$ cat src/rtl/jump_arc_ctrl.sv
module jump_arc_ctrl #(
  parameter int TICK_DIV = 1_666_667,
  parameter int W        = 11,
  parameter int STEP     = 10,
  parameter int FLOOR_Y  = 696,
  parameter int SPRITE_H = 32,
  parameter int CEIL_Y   = 164,
  parameter int START_X  = 503
) (
  input  logic         clk,
  input  logic         rst_n,
  input  logic         jump_btn,
  output logic [W-1:0] pos_x,
  output logic [W-1:0] pos_y
);
  localparam int CW     = $clog2(TICK_DIV + 1);
  localparam int REST_Y = FLOOR_Y - SPRITE_H;

  typedef enum logic [1:0] {AT_REST, RISING, FALLING} phase_t;

  logic [CW-1:0] cnt;
  logic [1:0]    btn_q;
  phase_t        phase;
  logic [W-1:0]  y;
  logic          tick, btn_s, jumping;
  logic [W-1:0]  y_down;

  assign tick    = (cnt == CW'(TICK_DIV - 1));
  assign btn_s   = btn_q[1];
  assign jumping = (phase != AT_REST);
  assign y_down  = (W'(REST_Y) - y > W'(STEP)) ? y + W'(STEP) : W'(REST_Y);
  assign pos_x   = W'(START_X);
  assign pos_y   = y;

  always_ff @(posedge clk or negedge rst_n) begin
    if (!rst_n) begin
      cnt   <= '0;
      btn_q <= '0;
      phase <= AT_REST;
      y     <= W'(REST_Y);
    end else begin
      btn_q <= {btn_q[0], jump_btn};
      cnt   <= tick ? '0 : cnt + CW'(1);
      if (tick) begin
        unique case (phase)
          AT_REST: if (btn_s) phase <= RISING;
          RISING:  if (y > W'(CEIL_Y)) y <= y - W'(STEP);
                   else phase <= FALLING;
          FALLING: if (y < W'(REST_Y)) y <= y_down;
                   else if (!btn_s) phase <= AT_REST;
          default: phase <= AT_REST;
        endcase
      end
    end
  end
endmodule

$ cat config.mk
export PLATFORM = sky130hd
export DESIGN_NAME = jump_arc_ctrl
export DESIGN_NICKNAME = d
export VERILOG_FILES = /design/src/rtl/jump_arc_ctrl.sv
export SDC_FILE = /design/constraint.sdc
export NUM_CORES = 1
export LEC_CHECK = 0
export ABC_AREA = 1
export BUFFER_PORTS_ARGS = -buffer_cell sky130_fd_sc_hd__buf_2
export CAP_MARGIN = 20
export CORE_ASPECT_RATIO = 0.75
export CORE_UTILIZATION = 46
export CTS_CLUSTER_SIZE = 28
export DETAILED_ROUTE_END_ITERATION = 7
export HOLD_SLACK_MARGIN = 0.06
export PLACE_DENSITY = 0.79
export RECOVER_POWER = 100
export SKIP_CTS_REPAIR_TIMING = 1
export SYNTH_ARGS = -nofsm -noshare
export SYNTH_HDL_FRONTEND = slang
export SYNTH_SLANG_ARGS = --single-unit
$ cat constraint.sdc
create_clock -name clk -period 1.67 [get_ports clk]
set_input_delay 0 -clock clk [delete_from_list [all_inputs] [get_ports clk]]
set_output_delay 0 -clock clk [all_outputs]
set_load 0.02 [all_outputs]
After elaboration in Yosys (flattened, before gate mapping)
Cells that the tools add are included.
{"block": "totals", "regBits": 36, "in_bits": 3, "wordCells": 34}
{"block": "classes", "add_sub_neg": 4, "order_cmp": 3, "n_eq_ne": 9, "mux": 10, "n_reduce_logical": 4}
{"operator": "11-bit 2-to-1 mux", "count": 3}
{"operator": "11-bit case mux with 2 select lines", "count": 1}
{"operator": "21-bit by 1-bit adder with 21-bit output (second input constant)", "count": 1}
{"operator": "21-bit equality test (second input constant)", "count": 1}
{"operator": "21-bit 2-to-1 mux", "count": 1}
{"operator": "2-bit != test (second input constant)", "count": 6}
{"operator": "11-bit by 4-bit adder with 11-bit output (second input constant)", "count": 1}
{"operator": "11-bit by 4-bit greater-than comparator with 1-bit output (second input constant)", "count": 1}
{"operator": "11-bit by 8-bit greater-than comparator with 1-bit output (second input constant)", "count": 1}
{"operator": "11-bit by 10-bit < comparator with 1-bit output (second input constant)", "count": 1}
{"operator": "10-bit by 11-bit subtractor with 11-bit output (first input constant)", "count": 1}
{"operator": "11-bit by 4-bit subtractor with 11-bit output (second input constant)", "count": 1}
{"operator": "2-bit 2-to-1 mux", "count": 4}
{"operator": "2-bit case mux with 3 select lines", "count": 1}
{"operator": "5-bit AND reduction", "count": 1}
{"operator": "4-bit AND reduction", "count": 1}
{"operator": "2-bit by 1-bit equality test with 1-bit output (second input constant)", "count": 1}
{"operator": "2-bit equality test (second input constant)", "count": 1}
{"operator": "2-bit zero test", "count": 1}
{"operator": "2-bit nonzero test", "count": 1}

Longest topological paths before layout
{"block": "depth", "depth_word": 5, "ltp_mapped": 15, "depth_no_buf": 15}

Worst setup path before layout
Ideal clock, no wire load.
{"block": "synth_path", "kind": "register -> register", "from": "register y[1] (netlist: pos_y[1])", "to": "register y[10] (netlist: pos_y[10])", "t_arrival_ns": 1.674, "t_required_ns": 1.555, "path_slack_ns": -0.119, "path_stages_with_launch": 15, "n_path_buf": 0, "period_less_slack_ns": 1.789, "cell_sequence": "dfrtp_1 inv_2 ha_1 inv_1 nand3_1 nand2_1 nand2_1 nand2_1 nand2_1 nand2_2 nand2_4 nand2_8 clkinv_4 o21ai_2 inv_2"}
{"block": "synth_between", "elab_chain_cells": 5, "word_cells_on_any_way": 13}
{"element": "start, declared", "line": "24", "text": "logic [W-1:0] y;"}
{"element": "start signal, assigned", "line": "40", "text": "y <= W'(REST_Y);"}
{"element": "start signal, assigned", "line": "47", "text": "RISING: if (y > W'(CEIL_Y)) y <= y - W'(STEP);"}
{"element": "start signal, assigned", "line": "49", "text": "FALLING: if (y < W'(REST_Y)) y <= y_down;"}
{"element": "10-bit by 11-bit subtractor with 11-bit output", "line": "31", "text": "assign y_down = (W'(REST_Y) - y > W'(STEP)) ? y + W'(STEP) : W'(REST_Y);"}
{"element": "11-bit by 4-bit greater-than comparator with 1-bit output", "line": "31"}
{"element": "11-bit 2-to-1 mux", "line": "31"}
{"element": "11-bit 2-to-1 mux", "line": "49"}
{"element": "11-bit case mux with 2 select lines", "line": "45", "text": "unique case (phase)"}
Several ways; a longest one is shown, not always the timed one. The select of a mux whose other input is x is not followed.
A chain may end at the register's enable or synchronous reset.

Worst setup path in the final report
{"block": "layout_path", "from": "register y[2] (netlist: pos_y[2])", "to": "register y[5] (netlist: pos_y[5])"}
The elaborated chain is that of the path after synthesis.

==> results.md <==
## Run status
- finished, violations left — run status
- negative setup slack — violations in the final reports

## Synthesis
- 2830 sq um — cell area after technology mapping
- 406 — Post-Syn Instances
- sky130_fd_sc_hd__nand2_1 — most frequent cell after synthesis
- 31.12% — sequential area share after synthesis
- 100.0% — share of synthesized registers carrying an async set or reset
- 6.971 sq um — synthesized area per cell
- 38 — count of different cell masters after synthesis
- 35 — number of synthesized register bits
- 27.41% — area share of the leading cell type in the synthesized netlist
- 86 x sky130_fd_sc_hd__nand2_1, 48 x sky130_fd_sc_hd__nor2_1, 47 x sky130_fd_sc_hd__inv_1 — top cell types by occurrence after synthesis
- 0 — Yosys warning total
- 0 — number of synthesized flops with an enable pin
- sky130_fd_sc_hd__dfrtp_1 — dominant synthesized flop cell
- sky130_fd_sc_hd__dfrtp_1 27%, sky130_fd_sc_hd__nand2_1 11%, sky130_fd_sc_hd__nand3_1 6.9% — most area-consuming cells after synthesis
- sky130_fd_sc_hd__dfrtp_1 — cell accounting for the most synthesized area

## Drt
- 5.589 — DR vias/cell
- 3057 — vias after detailed routing
- 0 — Detail Route Antenna Nets
- 8382 microns — Total Routed Length
- 0 — Post-route DRC
- 8 — 1st-pass router iterations
- 628 — Detailed Route Iter0 Violations
- 15.32 microns — wire length per cell

## Final layout
- 25.55% — Area growth syn-to-layout
- 0 — n_diodes
- 31.13% — fraction of final layout cells with drive strength greater than 1
- 3553 sq um — post-route cell area
- 476 — number of nets in the layout
- 492 — filler cell count in the final layout

## Setup path
- pos_y[2] — startpoint of the worst-slack reg-to-reg timing path
- flip-flop — startpoint type of the worst setup path
- flip-flop — nature of the critical path endpoint
- reg -> reg — start-to-end type of the worst setup path
- pos_y[5] — endpoint of the worst setup timing path
- 12 — worst-case reg-to-reg path depth
- 2.02 ns — CP arrival
- 1.85 ns — Worst Path Required
- 3 — biggest fanout along the worst timing path
- -0.17 ns — worst-case register-to-register setup slack
- pos_y[2] — worst setup path startpoint
- pos_y[5] — endpoint of the most critical register-to-register path

## Global routing
- 24.52% — global routing usage summed across all routing layers
- 38.75% — met1 capacity usage during global routing
- 2535 — vias in the first global route
- 12290 microns — wire length of the first global-routing pass
- 0 — residual overflow from global routing
- 0 — initial antenna violation count
- 21 — largest net degree at the start of global routing
- 32.59% — met2 track utilization from global routing
- 6.645% — met3 GRT Util
- met1 — gr busiest metal

## Timing
- 0.3517 ns — hold slack
- -0.1719 ns — least setup slack across all paths after layout
- true — RSZ-0062 raised after global routing
- 0 — count of pins over their slew limit
- 0.004845 ns — Worst Clk Skew
- 542.9 MHz — peak clock frequency supported by timing
- 110.3% — ratio of final minimum period to clock period
- 12 — final setup violating endpoints
- 0.9602 ns — pin slew with the least headroom to its limit
- 1.842 ns — post-layout min period
- 0 — Final Hold Vio Count
- -1.241 ns — TNS Setup
- 35.99% — slew margin rel.

## Placed design
- 5844 microns — dpl hpwl
- 3198 sq um — total cell area at the placement stage
- -0.1110 ns — Placement Setup Slack
- 1.027 — Final Wtd Congestion
- 12 — port buffer count

## CTS
- 2 — H-Tree Level Count
- 0.07 ns — Worst-path clk slew
- 2 — buffer levels on the longest clock path
- built — clock tree from TritonCTS
- sky130_fd_sc_hd__clkbuf_8 — CTS root buf
- 5 — cts bufs inserted
- 0.29 ns — clock latency on the worst-skew pair
- 35 — number of clock sinks

## Job
- 0 — MaxCap Viol Count

## Power
- 1.784 nW — Leak
- 478.5 uV — IR drop worst, VDD
- 1.703 mW — power after layout
- 479.2 nW/um^2 — power density over the cells

## Floorplan
- 48.09% — starting utilization of the core area
- 69.93 microns — y dimension of the die
- 24 — row count
- 5886 sq um — Core ar.
- 25 — count of pins on the block boundary
- 92.58 microns — Die X-Extent
- 6474 sq um — Total Die Area

## Min path
- in -> reg — class of the tightest hold or removal check

==> metal layers <==
layer | part of all wire (%) | vias up
met2 | 42 | 230
met3 | 14 | 26
li1 | - | 1401
met1 | 43 | 1400
met5 | 0 | -
met4 | 1.4 | 0
==> sequential cells by signal (all words and copies together), names as in the netlist <==
signal  count
btn_q       2
cnt        21
pos_y      10
phase       2
==> layout make-up <==
type	instances	area (sq um)	area share (%)
sequential	35	884.6	24.89
tap	78	97.59	2.746
clock buffer	6	82.58	2.324
timing repair buffer	65	476.7	13.42
inverter	58	235.2	6.620
multi-input combinational	303	1742	49.01
clock inverter	2	35.03	0.9859
==> cell families after synthesis <==
| kind of cell | share of synthesized area (%) |
|---|---|
| AO/OA/AOI/OAI | 7.384 |
| buffers and inverters | 13.97 |
| XOR/XNOR | 3.713 |
| flip-flops | 31.12 |
| AND/OR/NAND/NOR | 41.34 |
| adder cells (fa/ha/maj) | 2.210 |
| other | 0.2654 |
==> worst min-delay path by stage <==
stage | start | end | slack, ns | cells after the start
final | jump_btn | btn_q[0] | 0.35 | 2
after floorplan | rst_n | btn_q[0] | -0.30 | 0
after CTS | rst_n | cnt[0] | -0.35 | 1
after global placement | rst_n | cnt[0] | -0.03 | 1
after global routing | jump_btn | btn_q[0] | 0.34 | 2
after detailed placement | rst_n | cnt[0] | -0.04 | 1
==> worst max-delay path, cell delays in order (launching register included) <==
cell	delay [ns]
sky130_fd_sc_hd__dfrtp_2	0.43
sky130_fd_sc_hd__inv_4	0.09
sky130_fd_sc_hd__ha_4	0.15
sky130_fd_sc_hd__buf_4	0.12
sky130_fd_sc_hd__nor2_1	0.05
sky130_fd_sc_hd__nand2_1	0.09
sky130_fd_sc_hd__nand2_1	0.08
sky130_fd_sc_hd__nor2_2	0.09
sky130_fd_sc_hd__nand3_2	0.10
sky130_fd_sc_hd__nor2_4	0.22
sky130_fd_sc_hd__nand3_4	0.13
sky130_fd_sc_hd__nor2_4	0.11
sky130_fd_sc_hd__nor2_1	0.07
==> stage by stage <==
step | util, % | instances
after floorplan | - | 416
after global routing | 60.37 | 547
after global placement | 54.34 | 528
after CTS | 56.34 | 536
after detailed placement | 54.34 | 528
final | 60.37 | 547
==> cell usage in the layout (no fill, tap or decap), types with 9 or more instances in the layout <==
cell	synthesis	layout
sky130_fd_sc_hd__a21oi_1	14	13
sky130_fd_sc_hd__o21ai_0	14	10
sky130_fd_sc_hd__conb_1	2	12
sky130_fd_sc_hd__xor2_1	12	12
sky130_fd_sc_hd__nand4_1	18	18
sky130_fd_sc_hd__dfrtp_1	31	28
sky130_fd_sc_hd__nand3_1	39	33
sky130_fd_sc_hd__inv_2	10	12
sky130_fd_sc_hd__inv_1	47	43
sky130_fd_sc_hd__nand2_1	86	81
sky130_fd_sc_hd__nand2_2	13	17
sky130_fd_sc_hd__buf_4	15	46
sky130_fd_sc_hd__nor2_1	48	43
sky130_fd_sc_hd__nor2_2	9	9
==> power breakdown <==
group	internal, mW	switching, mW	leakage [nW]
Clock	0.483	0.320	0.0612
Combinational	0.00552	0.0433	1.27
Sequential	0.850	0.000782	0.450
Note: power is estimated with default switching activity, not from simulation.
